==> src/rtl/pcs_pkg.sv <==
package pcs_pkg;
   typedef enum logic [2:0] {
      OP_SEQ   = 3'd0,
      OP_JUMP  = 3'd1,
      OP_CALL  = 3'd2,
      OP_LOWWR = 3'd3,
      OP_RET   = 3'd4
   } pc_op_e;
endpackage

==> src/rtl/pc_next_sel.sv <==
module pc_next_sel #(
   parameter int PC_W   = 11,
   parameter int PAGE_W = 2,
   parameter int LOW_W  = 8
) (
   input  logic [2:0]             op,
   input  logic [PC_W-1:0]        pc_cur,
   input  logic [PC_W-PAGE_W-1:0] addr_fld,
   input  logic [LOW_W-1:0]       low_data,
   input  logic [PAGE_W-1:0]      page_sel,
   input  logic [PC_W-1:0]        ret_addr,
   output logic [PC_W-1:0]        pc_nxt,
   output logic [PC_W-1:0]        pc_inc,
   output logic                   push,
   output logic                   pop
);
   import pcs_pkg::*;

   localparam int OFS_W = PC_W - PAGE_W;
   localparam int PAD_W = OFS_W - LOW_W;

   logic [PC_W-1:0] near_tgt_call;
   logic [PC_W-1:0] near_tgt_low;
   logic [PC_W-1:0] far_tgt;

   assign pc_inc  = pc_cur + PC_W'(1);
   assign far_tgt = {page_sel, addr_fld};

   generate
      if (PAD_W >= 1) begin : g_pad
         assign near_tgt_call = {page_sel, {PAD_W{1'b0}}, addr_fld[LOW_W-1:0]};
         assign near_tgt_low  = {page_sel, {PAD_W{1'b0}}, low_data};
      end else begin : g_nopad
         assign near_tgt_call = {page_sel, addr_fld[OFS_W-1:0]};
         assign near_tgt_low  = {page_sel, low_data[OFS_W-1:0]};
      end
   endgenerate

   always_comb begin
      push   = 1'b0;
      pop    = 1'b0;
      pc_nxt = pc_inc;
      case (op)
         OP_JUMP:  pc_nxt = far_tgt;
         OP_CALL: begin
            pc_nxt = near_tgt_call;
            push   = 1'b1;
         end
         OP_LOWWR: pc_nxt = near_tgt_low;
         OP_RET: begin
            pc_nxt = ret_addr;
            pop    = 1'b1;
         end
         default:  pc_nxt = pc_inc;
      endcase
   end
endmodule

==> src/rtl/ret_stack.sv <==
module ret_stack #(
   parameter int W     = 11,
   parameter int DEPTH = 2
) (
   input  logic         clk,
   input  logic         rst_n,
   input  logic         push,
   input  logic         pop,
   input  logic [W-1:0] push_val,
   output logic [W-1:0] top,
   output logic [W-1:0] bot
);
   logic [W-1:0] lvl [DEPTH];

   genvar i;
   generate
      for (i = 0; i < DEPTH; i++) begin : g_lvl
         logic [W-1:0] from_above;
         logic [W-1:0] from_below;
         if (i == 0) begin : g_first
            assign from_above = push_val;
         end else begin : g_inner
            assign from_above = lvl[i-1];
         end
         if (i == DEPTH-1) begin : g_last
            assign from_below = lvl[i];
         end else begin : g_mid
            assign from_below = lvl[i+1];
         end
         always_ff @(posedge clk) begin
            if (!rst_n)    lvl[i] <= '0;
            else if (push) lvl[i] <= from_above;
            else if (pop)  lvl[i] <= from_below;
         end
      end
   endgenerate

   assign top = lvl[0];
   assign bot = lvl[DEPTH-1];
endmodule

==> src/rtl/pc_stack_unit.sv <==
module pc_stack_unit #(
   parameter int PC_W   = 11,
   parameter int PAGE_W = 2,
   parameter int LOW_W  = 8,
   parameter int DEPTH  = 2
) (
   input  logic                   clk,
   input  logic                   rst_n,
   input  logic                   step,
   input  logic [2:0]             op,
   input  logic [PC_W-PAGE_W-1:0] addr_fld,
   input  logic [LOW_W-1:0]       low_data,
   input  logic [PAGE_W-1:0]      page_sel,
   output logic [PC_W-1:0]        pc,
   output logic [PC_W-1:0]        stk_top,
   output logic [PC_W-1:0]        stk_bot,
   output logic                   ret_valid
);
   localparam int OFS_W = PC_W - PAGE_W;

   generate
      if (LOW_W > OFS_W) begin : g_bad_low
         $error("LOW_W must not exceed the in-page offset width");
      end
      if (DEPTH < 2) begin : g_bad_depth
         $error("DEPTH must be at least 2");
      end
      if (PAGE_W < 1 || OFS_W < 2) begin : g_bad_page
         $error("PAGE_W must leave room for an in-page offset");
      end
   endgenerate

   logic [PC_W-1:0] pc_nxt;
   logic [PC_W-1:0] pc_inc;
   logic            push_req;
   logic            pop_req;

   pc_next_sel #(.PC_W(PC_W), .PAGE_W(PAGE_W), .LOW_W(LOW_W)) u_sel (
      .op       (op),
      .pc_cur   (pc),
      .addr_fld (addr_fld),
      .low_data (low_data),
      .page_sel (page_sel),
      .ret_addr (stk_top),
      .pc_nxt   (pc_nxt),
      .pc_inc   (pc_inc),
      .push     (push_req),
      .pop      (pop_req)
   );

   ret_stack #(.W(PC_W), .DEPTH(DEPTH)) u_stk (
      .clk      (clk),
      .rst_n    (rst_n),
      .push     (step & push_req),
      .pop      (step & pop_req),
      .push_val (pc_inc),
      .top      (stk_top),
      .bot      (stk_bot)
   );

   always_ff @(posedge clk) begin
      if (!rst_n) begin
         pc        <= '1;
         ret_valid <= 1'b0;
      end else begin
         if (step) pc <= pc_nxt;
         ret_valid <= step & pop_req;
      end
   end
endmodule

==> config.mk <==
export PLATFORM = sky130hd
export DESIGN_NAME = pc_stack_unit
export DESIGN_NICKNAME = d
export VERILOG_FILES = /design/src/rtl/pcs_pkg.sv /design/src/rtl/pc_next_sel.sv /design/src/rtl/ret_stack.sv /design/src/rtl/pc_stack_unit.sv
export SDC_FILE = /design/constraint.sdc
export NUM_CORES = 1
export LEC_CHECK = 0
export ABC_CLOCK_PERIOD_IN_PS = 4100
export BUFFER_PORTS_ARGS = -buffer_cell sky130_fd_sc_hd__buf_2
export CAP_MARGIN = 20
export CORE_ASPECT_RATIO = 0.5
export CORE_MARGIN = 2
export CORE_UTILIZATION = 52
export DETAILED_ROUTE_END_ITERATION = 12
export GPL_TIMING_DRIVEN = 0
export PLACE_DENSITY = 0.86
export SLEW_MARGIN = 5
export SYNTH_ARGS = -nofsm -noshare
export SYNTH_HDL_FRONTEND = slang
export SYNTH_HIERARCHICAL = 1
export SYNTH_SLANG_ARGS = --single-unit
export TNS_END_PERCENT = 5
==> constraint.sdc <==
create_clock -name clk -period 4.1 [get_ports clk]
set_clock_uncertainty 0.15 [all_clocks]
set_input_delay 0 -clock clk [delete_from_list [all_inputs] [get_ports clk]]
set_output_delay 0 -clock clk [all_outputs]
set_load 0.02 [all_outputs]
==> flow_summary.toml, run 1 <==
[power_and_ir_drop]
cellPowerDensity_mw_per_mm2 = 405.7
ir_drop_v = 0.0002504
leakagePower_nw = 1.218
total_power_mw = 1.087

[clock_tree]
clockRootBuffer = "sky130_fd_sc_hd__clkbuf_8"
post_cts_resize_count = 0
cts_made_buffers = 5
tritoncts = "done"
clk_pin_slew_worst_paths_ps = 70
clock_insertion_delay_worst_skew_ps = 290
ctsHtreeMaxLevel = 2
clock_sink_count = 34
clockBufferDepth = 2

[synthesis]
synth_enable_flop_cells = 22
synth-async-reset-ratio = 0
syn-instance-count = 195
synth_fp_nets = 221
syn_area_per_cell_um2 = 11.18
ys_seq_elements = 34
yosysUniqueCellTypes = 53
synthesis.area_mm2 = 0.002180
yosysWarnings = 6
synthFlopType = "sky130_fd_sc_hd__edfxtp_1"
synth_sequential_area_ratio = 0.4133

[sta]
fin_crit_sh = 0.6769
unrepaired_setup_endpoints_after_global_routing = "false"
setup-violations-final = 0
layout_min_cycle_time_ps = 2775
worst_hold_slack_ps = 15.37
setup_tns_ps = 0
final-hold-violation-count = 0
maxSlewHeadroom = 0.6606
achievable-frequency_mhz = 360.3
finalWorstSetupSlack_ps = 1325
maxSlewViolCount = 0
tightestPinTransition_ps = 509.1

[critical_path]
critPathKind = "reg2reg"
timing.critical_path.arrival_ps = 2790
cp-end-kind = "flip-flop"
timing.reg2reg.worst_path_depth = 8
crit_path_start_kind = "flip-flop"
critPathMaxFanout = 10
critical_path_required_ps = 4120

[global_route]
grt_util_all_layers = 0.2447
first_global_vias = 1628
grt_antenna_before_repair = 0
grt_first_pass_wirelength_um = 8604
grt_max_degree = 12
grt_remaining_overflow = 0

[finish]
layout.nets = 285
final_cell_mix = "sky130_fd_sc_hd__buf_2, sky130_fd_sc_hd__edfxtp_1, sky130_fd_sc_hd__mux2i_1"
layout.cell_area.non_filler_mm2 = 0.002680
fin_cells = 314
layout.core_utilization = 0.6761
diodes_inserted = 0
final_common_cell = "sky130_fd_sc_hd__buf_2"
drive_gt1_frac = 0.3769
area.growth.synth_to_final_pct = 22.96

[place]
portBuffers = 54
post-dp-hpwl_um = 3939
dpl_cell_area_mm2 = 0.002517
cell_count_after_placement = 303
place_congestion = 0.8479
post-place-ws_ps = 1838

[route]
wl_met3_um = 461
route.met2.wl_um = 2603
drt_pass1_iterations = 5
top_signal_layer_used = "met4"
detail_route.drc_violations = 0
route.final.wire_length_um = 5630
total_via_count_in_the_routed_design = 1861
route.layer.met1.wl_um = 2521
routed_wire_length_per_instance_um = 17.93
final_antenna_net_count = 0
drt-vias-per-instance = 5.927
dr_iter_0_viols = 278

[run]
max_cap_violations = 0

[die]
die_w_um = 95.56
io_pins = 59
die_area_mm2 = 0.004757
core_area_mm2 = 0.003964
die_h_um = 49.78
rows = 16
initial_core_util = 0.5499

[min_path]
worst_hold_path_type = "in2reg"
timing.hold.worst_path_depth = 5

[outcome]
outcome = "finished, final reports clean"
-- cells in the mapped netlist, drive strengths merged (2+ instances only) --
| library cell | count | area share |
|---|---|---|
| a32o | 11 | 0.051 |
| a22oi | 2 | 0.0069 |
| a211o | 4 | 0.017 |
| o211ai | 2 | 0.0069 |
| clkbuf | 2 | 0.0034 |
| nor3 | 2 | 0.0046 |
| buf | 15 | 0.069 |
| edfxtp | 22 | 0.30 |
| a222oi | 2 | 0.0092 |
| mux2 | 6 | 0.031 |
| o21ai | 8 | 0.018 |
| nand2 | 17 | 0.029 |
| dfxtp | 12 | 0.11 |
| nor2 | 5 | 0.0098 |
| or2 | 2 | 0.0057 |
| nand4 | 6 | 0.033 |
| o21a | 2 | 0.0069 |
| xnor2 | 8 | 0.046 |
| nand3 | 4 | 0.0092 |
| a221oi | 2 | 0.0080 |
| inv | 4 | 0.0069 |
| mux2i | 20 | 0.092 |
| nor2b | 2 | 0.0092 |
| and2 | 14 | 0.042 |
| and3 | 7 | 0.021 |
-- where the power goes --
part / internal [mW] / switching [mW]
sequential: 0.390 / 0.0323
clock: 0.241 / 0.125
combinational: 0.132 / 0.168
total: 0.762 / 0.325
-- routing by layer --
| metal | global-route usage | vias to the layer above |
|---|---|---|
| met4 | 0.06667 | 0 |
| met2 | 0.3531 | 89 |
| li1 | - | 861 |
| met3 | 0.05505 | 6 |
| met5 | 0 | - |
| met1 | 0.3682 | 905 |
-- layout make-up --
type / instances / area (um^2)
tap: 54 / 67.56
sequential: 34 / 900.9
clock buffer: 5 / 68.82
timing repair buffer: 57 / 300.3
fill: 294 / 1284
multi-input combinational: 139 / 1101
inverter: 5 / 18.77
clock inverter: 3 / 63.81
buffer: 17 / 158.9
-- state kept, by name, summed over array words and instances (netlist names) --
| signal | flops |
|---|---|
| pc | 11 |
| u_stk/lvl | 22 |
| ret_valid | 1 |
-- logic make-up (layout without fill, tap and decap cells) --
kind of cell | count (synthesis) | count (layout) | synth area share
mux | 26 | 26 | 0.1228
simple gates | 63 | 63 | 0.1785
flops | 34 | 34 | 0.4133
xor+xnor | 9 | 9 | 0.04994
fa+ha+maj | 1 | 1 | 0.005740
buf+inv | 22 | 87 | 0.08151
compound gates | 40 | 40 | 0.1481
-- what timing repair did --
action,4_1_cts,5_1_grt
hold buffers,3,0
buffers inserted,0,0
endpoints found under the hold margin,12,0
-- critical path, cell delays in order, from the launching register on --
cell	delay (ps)
sky130_fd_sc_hd__dfxtp_1	630
sky130_fd_sc_hd__ha_1	220
sky130_fd_sc_hd__buf_2	230
sky130_fd_sc_hd__nand4_2	150
sky130_fd_sc_hd__xnor2_2	180
sky130_fd_sc_hd__a211o_1	310
sky130_fd_sc_hd__mux2i_1	130
sky130_fd_sc_hd__nand2_1	80
sky130_fd_sc_hd__dlygate4sd3_1	580
-- path summary, 6_finish.rpt --
| path | from | to | slack (ps) |
|---|---|---|---|
| hold / removal | page_sel[0] | pc[9] | 20 |
| hold reg to reg | pc[6] | pc[6] | 380 |
| setup / recovery | pc[0] | pc[10] | 1320 |
| setup reg to reg | pc[0] | pc[10] | 1320 |
Note: power is estimated with default switching activity, not from simulation.
==> run 2, diff against run 1 <==
--- a/config.mk
+++ b/config.mk
@@ -5,15 +5,15 @@
 export SDC_FILE = /design/constraint.sdc
 export NUM_CORES = 1
 export LEC_CHECK = 0
-export ABC_CLOCK_PERIOD_IN_PS = 4100
+export ABC_CLOCK_PERIOD_IN_PS = 2500
 export BUFFER_PORTS_ARGS = -buffer_cell sky130_fd_sc_hd__buf_2
 export CAP_MARGIN = 20
 export CORE_ASPECT_RATIO = 0.5
 export CORE_MARGIN = 2
-export CORE_UTILIZATION = 52
+export CORE_UTILIZATION = 47
 export DETAILED_ROUTE_END_ITERATION = 12
 export GPL_TIMING_DRIVEN = 0
-export PLACE_DENSITY = 0.86
+export PLACE_DENSITY = 0.83
 export SLEW_MARGIN = 5
 export SYNTH_ARGS = -nofsm -noshare
 export SYNTH_HDL_FRONTEND = slang
==> constraint.sdc (replaced) <==
create_clock -name clk -period 2.5 [get_ports clk]
set_clock_uncertainty 0.15 [all_clocks]
set_input_delay 0 -clock clk [delete_from_list [all_inputs] [get_ports clk]]
set_output_delay 0 -clock clk [all_outputs]
set_load 0.02 [all_outputs]
==> run 2 against run 1 <==
  * Worst setup slack lost 1300 ps
  * Highest routed layer unchanged
  * Utilization shrank 7.6 points
  * Critical path type unchanged
  * First-iteration DRC count shrank 28%
==> flow_summary.toml, run 2 (synthesis gave the netlist of run 1 again) <==
[critical_path]
critPathMaxFanout = 10
crit_path_start_kind = "flip-flop"
critical-path-top-cell-by-count = "sky130_fd_sc_hd__mux2i_1"
timing.critical_path.arrival_ps = 2520
critical_path_buf_inv_count = 1
timing.critical_path.max_delay_family = "flip-flops"
critical-path-slowest-cell = "sky130_fd_sc_hd__dfxtp_1"
critPathMaxStageDelay_ps = 610
timing.reg2reg.worst_path_depth = 8
crit_cells = 8
critPathKind = "reg2reg"
r2r_start = "pc[0]"
cp-end-kind = "flip-flop"
timing.critical_path.cells = "ha_1 > buf_2 > xor2_1 > mux2i_1 > o21ai_0 > a21boi_0 > mux2i_1 > nand2_1"
critPathLaunch = "pc[0]"
critical_path_required_ps = 2580

[min_path]
hold_start = "addr_fld[8]"
worst_hold_path_type = "in2reg"
timing.hold.worst_path_depth = 5

[place]
post-place-ws_ps = 251.1
place_congestion = 0.8620
post-dp-hpwl_um = 4106
portBuffers = 54

[global_route]
grt_remaining_overflow = 0
grt_antenna_before_repair = 0
first_global_vias = 1758
grt_first_pass_wirelength_um = 8659
grt_util_all_layers = 0.2218
grt_max_degree = 13

[route]
drt-vias-per-instance = 5.867
detail_route.drc_violations = 0
route.final.wire_length_um = 5543
drt_pass1_iterations = 5
routed_wire_length_per_instance_um = 17.54
dr_iter_0_viols = 200
final_antenna_net_count = 0
total_via_count_in_the_routed_design = 1854

[power_and_ir_drop]
ir_drop_v = 0.0002591
p_int_mw = 1.150
clock_power_share = 0.299
switching_power_total_mw = 0.5314
power_frac_comb = 0.289
sequentialPowerShare = 0.411
cellPowerDensity_mw_per_mm2 = 633.1
swShare = 0.3161
leakagePower_nw = 1.200

[finish]
final_common_cell = "sky130_fd_sc_hd__buf_2"
area.growth.synth_to_final_pct = 21.81
layout_top_registers = "u_stk/lvl (22), pc (11), ret_valid (1)"
filler_cell_count = 363
largest_register_ff_count = 22
layout.nets = 284
final_cell_mix = "sky130_fd_sc_hd__buf_2, sky130_fd_sc_hd__edfxtp_1, sky130_fd_sc_hd__mux2i_1"
diodes_inserted = 0
registers.top_by_ff_count = "u_stk/lvl"
drive_gt1_frac = 0.3822

[clock_tree]
post_cts_resize_count = 0
clockBufferDepth = 2
ctsHtreeMaxLevel = 2
clock_sink_count = 34
clock_insertion_delay_worst_skew_ps = 290
clockRootBuffer = "sky130_fd_sc_hd__clkbuf_8"
cts_made_buffers = 5
tritoncts = "done"
clk_pin_slew_worst_paths_ps = 70

[sta]
maxSlewHeadroom = 0.6667
tightestPinTransition_ps = 500.0
final-hold-violation-count = 0
maxSlewViolCount = 0
layout_min_cycle_time_ps = 2445
finalWorstSetupSlack_ps = 54.98
achievable-frequency_mhz = 409.0
unrepaired_setup_endpoints_after_global_routing = "false"
fin_crit_sh = 0.9780
setup_tns_ps = 0
setup-violations-final = 0

[run]
max_cap_violations = 0

[die]
die_h_um = 52.16
rows = 17
die_w_um = 100.3
io_pins = 59
die_area_mm2 = 0.005231
core_area_mm2 = 0.004424
initial_core_util = 0.4926

[outcome]
outcome = "finished, final reports clean"
run 2: cell count changes in the layout (fill, tap and decap cells not counted), sizes merged:
cell / delta
clkinv: -1
dlygate4sd3: -1
clkinvlp: +2
bufinv: -1
run 2: final timing paths:
check	end	slack, ps
max	pc[2]	50
min	pc[8]	20
max reg2reg	pc[2]	50
min reg2reg	pc[6]	400
run 2: final cells by class:
type / instances / area [um^2] / area share
plain buffers: 17 / 158.9 / 0.05985
clock buffers: 5 / 68.82 / 0.02592
clock inverters: 3 / 45.04 / 0.01697
inverters: 5 / 18.77 / 0.007069
multi-input cells: 139 / 1101 / 0.4147
flip-flops and latches: 34 / 900.9 / 0.3393
well taps: 57 / 71.32 / 0.02686
repair buffers: 56 / 290.3 / 0.1093
run 2: power groups by stage:
stage	Combinational (mW)	Sequential, mW	Clock [mW]
floorplan	0.298	0.741	0
global placement	0.460	0.702	0
detailed placement	0.472	0.703	0
CTS	0.479	0.691	0.513
global route	0.518	0.698	0.533
finish	0.486	0.691	0.503
run 2: repair_timing:
action | in CTS | in global routing
setup buffers | 0 | 0
hold buffers | 2 | 0
endpoints found under the setup margin | 0 | 0
hold endpoints to repair | 11 | 0
run 2: routing by layer:
| layer | track usage | up-vias | share of wire | routed length, um |
|---|---|---|---|---|
| li1 | - | 864 | - | - |
| met2 | 0.3546 | 94 | 0.47 | 2589 |
| met5 | 0 | - | 0 | 0 |
| met1 | 0.2929 | 879 | 0.43 | 2409 |
| met4 | 0.08447 | 0 | 0.020 | 110 |
| met3 | 0.05645 | 17 | 0.078 | 433 |
run 2: tightest hold or removal path, delay by kind of cell:
family          cells  cell delay [ps]
mux                 1               70
buf+inv             1               80
simple gates        1               60
compound gates      2              220
run 2: stage by stage:
step                      instance area (um^2)  hold WS, ps  utilization  instances  power (mW)
final                                     2655        19.89       0.6001        316       1.681
after detailed placement                  2521        76.75       0.5699        306       1.176
after global placement                    2521        70.48       0.5699        306       1.161
after CTS                                 2655        10.06       0.6001        316       1.683
after global routing                      2655        35.36       0.6001        316       1.748
after floorplan                           2180       -88.06            -        195       1.039
==> run 3, diff against run 2 <==
--- a/config.mk
+++ b/config.mk
@@ -5,15 +5,16 @@
 export SDC_FILE = /design/constraint.sdc
 export NUM_CORES = 1
 export LEC_CHECK = 0
-export ABC_CLOCK_PERIOD_IN_PS = 2500
+export ABC_CLOCK_PERIOD_IN_PS = 2850
 export BUFFER_PORTS_ARGS = -buffer_cell sky130_fd_sc_hd__buf_2
 export CAP_MARGIN = 20
 export CORE_ASPECT_RATIO = 0.5
 export CORE_MARGIN = 2
-export CORE_UTILIZATION = 47
+export CORE_UTILIZATION = 52
 export DETAILED_ROUTE_END_ITERATION = 12
 export GPL_TIMING_DRIVEN = 0
-export PLACE_DENSITY = 0.83
+export PLACE_DENSITY = 0.86
+export SKIP_LAST_GASP = 1
 export SLEW_MARGIN = 5
 export SYNTH_ARGS = -nofsm -noshare
 export SYNTH_HDL_FRONTEND = slang
==> constraint.sdc (replaced) <==
create_clock -name clk -period 2.85 [get_ports clk]
set_clock_uncertainty 0.15 [all_clocks]
set_input_delay 0 -clock clk [delete_from_list [all_inputs] [get_ports clk]]
set_output_delay 0 -clock clk [all_outputs]
set_load 0.02 [all_outputs]
==> run 3 against run 2 <==
  * Clock power is 4.6% higher
  * Worst setup slack better by 130 ps
  * Wire length is 1.6% higher
  * Utilization is 7.6 points higher
  * Global-route usage is 2.3 points higher
  * Total power is 6.9% lower
  * Combinational power is 12% lower
  * First-iteration DRC count is 39% higher
  * Largest power group unchanged
  * Worst hold slack worse by 4.5 ps
  * Count of clock-buffer cells in the layout stayed put
==> flow_summary.toml, run 3 (synthesis gave the netlist of run 1 again) <==
[outcome]
outcome = "finished, final reports clean"

[critical_path]
reg2reg_setup_slack_ps = 180
critical_path_required_ps = 2870
timing.critical_path.arrival_ps = 2690
critPathMaxStageDelay_ps = 580
timing.critical_path.cells = "ha_1 > buf_2 > nand4_2 > xnor2_2 > a211o_1 > mux2i_1 > nand2_1 > dlygate4sd3_1"
timing.reg2reg.worst_path_depth = 8
r2r_start = "pc[1]"
critPathMaxFanout = 9
cp-end-kind = "flip-flop"
crit_path_start_kind = "flip-flop"
critical-path-slowest-cell = "sky130_fd_sc_hd__dlygate4sd3_1"
critPathLaunch = "pc[1]"
critPathKind = "reg2reg"

[finish]
area.growth.synth_to_final_pct = 23.02
largest_register_ff_count = 22
filler_cell_count = 293
final_cell_mix = "sky130_fd_sc_hd__buf_2, sky130_fd_sc_hd__edfxtp_1, sky130_fd_sc_hd__mux2i_1"
registers.top_by_ff_count = "u_stk/lvl"
layout_top_registers = "u_stk/lvl (22), pc (11), ret_valid (1)"
layout.nets = 285
layout.core_utilization = 0.6765
final_common_cell = "sky130_fd_sc_hd__buf_2"
drive_gt1_frac = 0.3808
diodes_inserted = 0

[clock_tree]
ctsHtreeMaxLevel = 2
cts_made_buffers = 5
clk_pin_slew_worst_paths_ps = 70
tritoncts = "done"
clock_insertion_delay_worst_skew_ps = 290
post_cts.repair.setup_buffers = 0
clockRootBuffer = "sky130_fd_sc_hd__clkbuf_8"
clock_sink_count = 34
clockBufferDepth = 2

[die]
die_h_um = 49.78
rows = 16
initial_core_util = 0.5499
die_w_um = 95.56
die_area_mm2 = 0.004757
io_pins = 59
core_area_mm2 = 0.003964

[route]
detail_route.drc_violations = 0
drt-vias-per-instance = 5.927
drt_pass1_iterations = 5
dr_iter_0_viols = 278
route.final.wire_length_um = 5630
final_antenna_net_count = 0
routed_wire_length_per_instance_um = 17.93
total_via_count_in_the_routed_design = 1861

[sta]
unrepaired_setup_endpoints_after_global_routing = "false"
layout_min_cycle_time_ps = 2667
setup-violations-final = 0
achievable-frequency_mhz = 374.9
maxSlewHeadroom = 0.6606
maxSlewViolCount = 0
fin_crit_sh = 0.9359
tightestPinTransition_ps = 509.1
finalWorstSetupSlack_ps = 182.7
final-hold-violation-count = 0
setup_tns_ps = 0

[min_path]
timing.hold.worst_path_depth = 5
hold_start = "page_sel[0]"
worst_hold_path_type = "in2reg"

[place]
place_congestion = 0.8479
post-dp-hpwl_um = 3939
portBuffers = 54
post-place-ws_ps = 588.0

[global_route]
grt_first_pass_wirelength_um = 8604
first_global_vias = 1628
grt_util_all_layers = 0.2447
grt_max_degree = 12
grt_antenna_before_repair = 0
grt_remaining_overflow = 0

[power_and_ir_drop]
leakagePower_nw = 1.218
total_power_mw = 1.564
cellPowerDensity_mw_per_mm2 = 583.4
ir_drop_v = 0.0003602

[run]
max_cap_violations = 0
[run 3: cell types whose count changed in the layout (fill, tap and decap cells not counted), sizes merged]
| cell | delta |
|---|---|
| dlygate4sd3 | +1 |
| clkinvlp | -2 |
| bufinv | +1 |
| clkinv | +1 |
[run 3: metrics by stage]
stage | instances | area [um^2] | hold WS, ps
finish | 314 | 2681 | 15.37
global route | 314 | 2681 | 49.21
CTS | 314 | 2680 | 6.246
detailed placement | 303 | 2517 | 86.13
global placement | 303 | 2517 | 70.36
floorplan | 195 | 2180 | -88.06
[run 3: cell type report]
type | instances | area, um^2 | area share
inverters | 5 | 18.77 | 0.007000
plain buffers | 17 | 158.9 | 0.05926
flip-flops and latches | 34 | 902.1 | 0.3364
repair buffers | 57 | 300.3 | 0.1120
well taps | 54 | 67.56 | 0.02520
clock inverters | 3 | 63.81 | 0.02380
multi-input cells | 139 | 1101 | 0.4106
clock buffers | 5 | 68.82 | 0.02566
[run 3: repair_timing]
item | CTS | global route
endpoints found under the hold margin | 12 | 0
resized for setup | 0 | 1
hold buffers | 3 | 0
endpoints found under the setup margin | 0 | 1
[run 3: layer usage]
metal	vias to the layer above	global-route usage	routed length (um)
li1	861	-	-
met1	905	0.3682	2521
met2	89	0.3531	2603
met3	6	0.05505	461
met4	0	0.06667	43
met5	-	0	0
[run 3: path summary, 6_finish.rpt]
path             to
max          pc[10]
min           pc[9]
max reg2reg  pc[10]
min reg2reg   pc[6]
[run 3: where the power goes]
group	switching (mW)	internal, mW
combinational	0.241	0.189
clock	0.180	0.346
sequential	0.0465	0.562
total	0.467	1.10
[run 3: worst max-delay path: cells and delay by family (launching register included)]
kind,cells,cell delay [ps]
muxes,1,130
and+or+nand+nor,2,230
adders and majority gates,1,210
AOI/OAI and AO/OA,1,310
xor gates and xnor gates,1,180
DFF,1,540
buffers and inverters,2,810
